### config.mk
export PLATFORM = sky130hd
export DESIGN_NAME = io_slave_decoder
export DESIGN_NICKNAME = d
export VERILOG_FILES = /design/src/rtl/io_slv_pkg.sv /design/src/rtl/io_addr_match.sv /design/src/rtl/io_cmd_ctrl.sv /design/src/rtl/io_reg_bank.sv /design/src/rtl/io_slave_decoder.sv
export SDC_FILE = /design/constraint.sdc
export NUM_CORES = 1
export LEC_CHECK = 0
export BUFFER_PORTS_ARGS = -buffer_cell sky130_fd_sc_hd__buf_2
export CAP_MARGIN = 20
export CORE_MARGIN = 2
export CORE_UTILIZATION = 55
export DETAILED_ROUTE_END_ITERATION = 8
export PLACE_DENSITY = 0.83
export RECOVER_POWER = 50
export SLEW_MARGIN = 0
export SYNTH_ARGS = -nofsm -noshare
export SYNTH_HDL_FRONTEND = slang
export SYNTH_HIERARCHICAL = 1
export SYNTH_SLANG_ARGS = --single-unit
export TNS_END_PERCENT = 30
### constraint.sdc
create_clock -name clk_i -period 2.6 [get_ports clk_i]
set_input_delay 0.13 -clock clk_i [delete_from_list [all_inputs] [get_ports clk_i]]
set_output_delay 0.13 -clock clk_i [all_outputs]
set_load 0.05 [all_outputs]
### src/rtl/io_slv_pkg.sv
package io_slv_pkg;
  localparam int unsigned BYTE_W = 8;
  typedef enum logic {XFER_WRITE = 1'b0, XFER_READ = 1'b1} xfer_dir_e;
endpackage

### src/rtl/io_addr_match.sv
module io_addr_match #(
  parameter int unsigned ADDR_W = 10,
  parameter int unsigned IDX_W  = 4,
  localparam int unsigned BASE_W = ADDR_W - IDX_W
) (
  input  logic [ADDR_W-1:0] addr_i,
  input  logic [BASE_W-1:0] base_i,
  input  logic              aen_i,
  output logic              hit_o,
  output logic [IDX_W-1:0]  idx_o
);
  assign hit_o = !aen_i && (addr_i[ADDR_W-1:IDX_W] == base_i);
  assign idx_o = addr_i[IDX_W-1:0];
endmodule

### src/rtl/io_cmd_ctrl.sv
module io_cmd_ctrl
  import io_slv_pkg::*;
#(
  parameter int unsigned IDX_W   = 4,
  parameter int unsigned DATA_W  = 16,
  parameter int unsigned WAIT_W  = 3,
  parameter bit          WIDE_EN = 1'b1,
  localparam int unsigned LANES  = DATA_W / BYTE_W
) (
  input  logic              clk_i,
  input  logic              rst_ni,
  input  logic              hit_i,
  input  logic [IDX_W-1:0]  idx_i,
  input  logic              ior_ni,
  input  logic              iow_ni,
  input  logic              wide_i,
  input  logic [WAIT_W-1:0] wait_cfg_i,
  input  logic [DATA_W-1:0] data_i,
  output logic              active_o,
  output xfer_dir_e         dir_o,
  output logic              wide_o,
  output logic [IDX_W-1:0]  idx_o,
  output logic              commit_o,
  output logic [DATA_W-1:0] wdata_o,
  output logic              ready_o
);
  localparam logic [IDX_W-1:0] ALIGN_MASK = ~IDX_W'(LANES - 1);

  logic              active_q, wide_q, strb_idle_q;
  xfer_dir_e         dir_q;
  logic [IDX_W-1:0]  idx_q;
  logic [WAIT_W-1:0] wcnt_q;
  logic [DATA_W-1:0] wdata_q;
  logic              wide_sel, start, release_cmd;

  assign wide_sel    = wide_i & WIDE_EN;
  // exactly one strobe newly low, after an idle sample
  assign start       = !active_q && strb_idle_q && (ior_ni ^ iow_ni) && hit_i;
  assign release_cmd = active_q && ((dir_q == XFER_READ) ? ior_ni : iow_ni);

  always_ff @(posedge clk_i or negedge rst_ni) begin
    if (!rst_ni) begin
      active_q    <= 1'b0;
      wide_q      <= 1'b0;
      strb_idle_q <= 1'b0;
      dir_q       <= XFER_WRITE;
      idx_q       <= '0;
      wcnt_q      <= '0;
      wdata_q     <= '0;
    end else begin
      strb_idle_q <= ior_ni & iow_ni;
      if (start) begin
        active_q <= 1'b1;
        dir_q    <= ior_ni ? XFER_WRITE : XFER_READ;
        wide_q   <= wide_sel;
        idx_q    <= wide_sel ? (idx_i & ALIGN_MASK) : idx_i;
        wcnt_q   <= wait_cfg_i;
        wdata_q  <= data_i;
      end else if (active_q) begin
        if (release_cmd) begin
          active_q <= 1'b0;
        end else begin
          if (wcnt_q != '0) wcnt_q <= wcnt_q - WAIT_W'(1);
          if (dir_q == XFER_WRITE) wdata_q <= data_i;
        end
      end
    end
  end

  assign active_o = active_q;
  assign dir_o    = dir_q;
  assign wide_o   = wide_q;
  assign idx_o    = idx_q;
  assign commit_o = release_cmd && (dir_q == XFER_WRITE);
  assign wdata_o  = wdata_q;
  assign ready_o  = !(active_q && (wcnt_q != '0));
endmodule

### src/rtl/io_reg_bank.sv
module io_reg_bank
  import io_slv_pkg::*;
#(
  parameter int unsigned IDX_W  = 4,
  parameter int unsigned DATA_W = 16,
  localparam int unsigned LANES    = DATA_W / BYTE_W,
  localparam int unsigned NUM_REGS = 1 << IDX_W
) (
  input  logic              clk_i,
  input  logic              rst_ni,
  input  logic              commit_i,
  input  logic              wide_i,
  input  logic [IDX_W-1:0]  idx_i,
  input  logic [DATA_W-1:0] wdata_i,
  output logic [DATA_W-1:0] rdata_o
);
  logic [BYTE_W-1:0] regs_q [NUM_REGS];

  always_ff @(posedge clk_i or negedge rst_ni) begin
    if (!rst_ni) begin
      for (int r = 0; r < NUM_REGS; r++) regs_q[r] <= '0;
    end else if (commit_i) begin
      if (wide_i) begin
        for (int l = 0; l < LANES; l++)
          regs_q[idx_i | IDX_W'(l)] <= wdata_i[l*BYTE_W +: BYTE_W];
      end else begin
        regs_q[idx_i] <= wdata_i[BYTE_W-1:0];
      end
    end
  end

  for (genvar l = 0; l < LANES; l++) begin : g_lane
    if (l == 0) begin : g_low
      assign rdata_o[BYTE_W-1:0] = regs_q[idx_i];
    end else begin : g_high
      assign rdata_o[l*BYTE_W +: BYTE_W] = wide_i ? regs_q[idx_i | IDX_W'(l)] : '0;
    end
  end
endmodule

### src/rtl/io_slave_decoder.sv
module io_slave_decoder
  import io_slv_pkg::*;
#(
  parameter int unsigned ADDR_W  = 10,
  parameter int unsigned IDX_W   = 4,
  parameter int unsigned DATA_W  = 16,
  parameter int unsigned WAIT_W  = 3,
  parameter bit          WIDE_EN = 1'b1,
  localparam int unsigned BASE_W = ADDR_W - IDX_W
) (
  input  logic              clk_i,
  input  logic              rst_ni,
  input  logic [BASE_W-1:0] base_i,
  input  logic [WAIT_W-1:0] wait_cfg_i,
  input  logic [ADDR_W-1:0] addr_i,
  input  logic              aen_i,
  input  logic              ior_ni,
  input  logic              iow_ni,
  input  logic              wide_i,
  input  logic [DATA_W-1:0] data_i,
  output logic [DATA_W-1:0] data_o,
  output logic              data_oe_o,
  output logic              chan_rdy_o,
  output logic              is16_o
);
  logic              hit;
  logic [IDX_W-1:0]  idx_dec, idx_cmd;
  logic              active, wide_cmd, commit;
  xfer_dir_e         dir;
  logic [DATA_W-1:0] wdata, rdata;

  io_addr_match #(.ADDR_W(ADDR_W), .IDX_W(IDX_W)) i_match (
    .addr_i (addr_i),
    .base_i (base_i),
    .aen_i  (aen_i),
    .hit_o  (hit),
    .idx_o  (idx_dec)
  );

  io_cmd_ctrl #(
    .IDX_W(IDX_W), .DATA_W(DATA_W), .WAIT_W(WAIT_W), .WIDE_EN(WIDE_EN)
  ) i_ctrl (
    .clk_i      (clk_i),
    .rst_ni     (rst_ni),
    .hit_i      (hit),
    .idx_i      (idx_dec),
    .ior_ni     (ior_ni),
    .iow_ni     (iow_ni),
    .wide_i     (wide_i),
    .wait_cfg_i (wait_cfg_i),
    .data_i     (data_i),
    .active_o   (active),
    .dir_o      (dir),
    .wide_o     (wide_cmd),
    .idx_o      (idx_cmd),
    .commit_o   (commit),
    .wdata_o    (wdata),
    .ready_o    (chan_rdy_o)
  );

  io_reg_bank #(.IDX_W(IDX_W), .DATA_W(DATA_W)) i_bank (
    .clk_i    (clk_i),
    .rst_ni   (rst_ni),
    .commit_i (commit),
    .wide_i   (wide_cmd),
    .idx_i    (idx_cmd),
    .wdata_i  (wdata),
    .rdata_o  (rdata)
  );

  assign data_oe_o = active && (dir == XFER_READ);
  assign data_o    = data_oe_o ? rdata : '0;
  assign is16_o    = hit && WIDE_EN;
endmodule

==> impl_metrics.py <==
metrics = {
    "floorplan": {
        "die_h_um": 129,
        "die_w_um": 129,
        "fp-row-count": 45,
        "die-area_um2": 16600,
        "coreArea_um2": 15200,
        "start_util_pct": 56.4,
        "io_pins": 60,
    },
    "synthesis": {
        "yosysTopAreaCell": "dfrtp_1",
        "avgSynthCellArea_um2": 11.4,
        "syn-num-nets": 797,
        "synth-main-ff-cell": "dfrtp_1",
        "synthDistinctLibCells": 62,
        "ys_seq_area_share_pct": 45.2,
        "synth_edf_count": 0,
        "async_flop_share_pct": 100,
        "yosys_warnings": 6,
        "synth_area_um2": 8580,
        "synthCells": 753,
        "yosysTopAreaCellShare_pct": 45.2,
        "synth-seq-cells": 155,
        "synth.area.top_cells": "dfrtp_1, mux2_2, mux4_2, o22ai_1, a21oi_1",
    },
    "power_and_ir_drop": {
        "power.density_nw_per_um2": 589,
        "p_sw_uw": 1480,
        "p_leak_uw": 0.00452,
        "internal_power_uw": 4340,
        "clkPwrFrac_pct": 45.3,
        "total_power_uw": 5820,
        "pwr-share-seq_pct": 46.4,
        "pwr-share-comb_pct": 8.4,
        "peakVddDrop_mv": 0.509,
        "p_sw_share_pct": 25.4,
    },
    "critical_path": {
        "critPathBufInv": 2,
        "cp_data_required_time_ps": 2470,
        "crit_path_max_fanout": 24,
        "start_kind": "flop",
        "crit_chain": "buf_16 > mux4_2 > a22oi_1 > nand2_1 > and3_1 > buf_2",
        "cp-end-kind": "output pin",
        "worstPathArrival_ps": 2430,
        "critPathMaxStageDelay_ps": 510,
        "crit_slowest_cell": "mux4_2",
        "crit_type": "flop to output pin",
        "critPathTopFamily": "multiplexers",
    },
    "grt": {
        "grt_max_degree": 78,
        "grt_pass1_wl_mm": 38.0,
        "grt_pass1_vias": 6753,
        "antenna_found_initial": 0,
        "grt_util_all_layers_pct": 30.4,
        "overflow": 0,
    },
    "clock_tree": {
        "h-tree-depth": 4,
        "cts_tree": "yes",
        "clk_latency_ps": 430,
        "path_clk_slew_ps": 60,
        "root_buffer": "clkbuf_16",
        "cts_sinks": 155,
        "cts_made_buffers": 17,
        "clock_path_buffers": 2,
    },
    "timing": {
        "fin_crit_sh_pct": 98.5,
        "setup_violations": 0,
        "rsz0062_at_grt": "true",
        "fmax_mhz": 391,
        "worst_slack_ps": 40.1,
        "period_minus_slack_ps": 2560,
        "final-hold-violation-count": 0,
        "maxSlewViolCount": 0,
        "slew_headroom_pct": 27.6,
        "worstMarginPinSlew_ps": 1090,
        "finClkSkew_ps": 7.54,
    },
    "flow_run": {
        "timing.max_cap.violations": 0,
    },
    "finish": {
        "area.growth.synth_to_final_pct": 15.2,
        "layout_common_cells": "dfrtp_1, mux2_2, o22ai_1",
        "antenna_cells": 0,
        "drive_gt1_share_pct": 32.0,
        "layout_commonest_cell": "dfrtp_1",
        "nets": 859,
    },
    "routing": {
        "wire_per_inst_um": 23.2,
        "drt_iter0_drc": 806,
        "wl_met2_mm": 11.4,
        "drt-met1-wl_mm": 9.30,
        "routed_wl_mm": 23.5,
        "drt-vias-per-instance": 6.77,
        "ant_nets": 0,
        "num_vias": 6882,
        "drt_pass1_iterations": 6,
        "highest_layer": "met4",
        "dr_wl_met3_mm": 1.87,
        "drc": 0,
    },
    "status": {
        "status": "finished, final reports clean",
    },
    "placement": {
        "pre_cts_ws_ps": 402,
        "gp_congestion": 0.979,
        "dpl.hpwl_mm": 15.5,
        "port_buffers": 59,
    },
    "worst_hold_path": {
        "hold_class": "input port to flop",
    },
}
-- cells in the mapped netlist (3+ instances only) --
library cell,number
o21a_1,4
mux2_4,10
mux2_2,74
a22oi_1,18
buf_4,13
and3_1,9
ha_1,3
nand3_1,7
or3_1,4
dfrtp_1,155
a21oi_1,68
xor2_1,6
mux4_2,32
nor2_1,70
clkbuf_1,30
o21ai_0,6
nand2b_1,13
nand2_1,38
buf_6,8
and3_2,7
inv_1,6
mux2i_1,23
nor2_2,5
o22ai_1,70
nor2b_1,7
a211oi_1,4
a21boi_4,3
nand3b_1,3
a311oi_1,3
buf_2,15
-- what timing repair did --
action / CTS / global route
buffers inserted: 0 / 0
gates resized for setup: 4 / 6
cloned: 1 / 0
endpoints found under the setup margin: 4 / 8
hold buffers: 26 / 0
pin swaps: 0 / 0
hold endpoints to repair: 99 / 0
-- final cells by class --
class | count | area, um^2
Tap cell | 188 | 235
Inverter | 6 | 22.5
Clock inverter | 14 | 196
Clock buffer | 18 | 429
Timing Repair Buffer | 111 | 827
Multi-Input combinational cell | 524 | 4290
Sequential cell | 155 | 3890
Fill cell | 1106 | 5320
-- worst paths after layout --
check | start | endpoint | slack, ps | cells past startpoint
max | i_ctrl/idx_o[1] | data_o[7] | 40 | 6
min | iow_ni | i_ctrl/strb_idle_q | 60 | 2
max reg2reg | i_ctrl/idx_o[0] | flop | 340 | 4
min reg2reg | flop | flop | 510 | 1
max in group asynchronous | rst_ni | async pin | 910 | 3
min in group asynchronous | rst_ni | i_ctrl/wdata_o[3] | 280 | 2
-- layer usage --
metal,vias to the layer above,GRT usage [%]
met5,-,0
met4,0,12.9
met3,88,6.20
met2,416,48.6
met1,3435,40.7
li1,2943,-
-- worst register-to-register path: stages (launching register included) --
cell and delay, ps:
dfrtp_4 570, buf_4 250, nand3b_1 330, nor3b_4 580
mux2_2 410
-- kinds of logic after synthesis --
kind of cell | Yosys count | share of synthesized area [%]
xor gates and xnor gates | 6 | 0.613
and+or+nand+nor | 186 | 12.0
AOI/OAI and AO/OA | 190 | 14.1
adders and majority gates | 3 | 0.438
DFF | 155 | 45.2
buffers and inverters | 74 | 5.05
muxes | 139 | 22.5
-- metrics by stage --
| step | std cells | util [%] | setup TNS [ps] | hold slack, ps | area (um^2) |
|---|---|---|---|---|---|
| CTS | 1016 | 65.2 | 0 | 6.17 | 9910 |
| detailed placement | 957 | 59.0 | 0 | 202 | 8970 |
| global route | 1016 | 65.0 | -28.2 | 48.6 | 9890 |
| global placement | 957 | 59.0 | 0 | 201 | 8970 |
| floorplan | 753 | - | 0 | -166 | 8590 |
| finish | 1016 | 65.0 | 0 | 56.7 | 9890 |
-- power by group through the flow --
stage          logic (uW)  clock network [uW]  registers, uW
5_1_grt               529                2770           2700
4_1_cts               486                2660           2680
3_3_place_gp          432                   0           2720
6_report              486                2640           2700
2_1_floorplan         379                   0           2590
3_5_place_dp          444                   0           2730
Note: power is estimated with default switching activity, not from simulation.
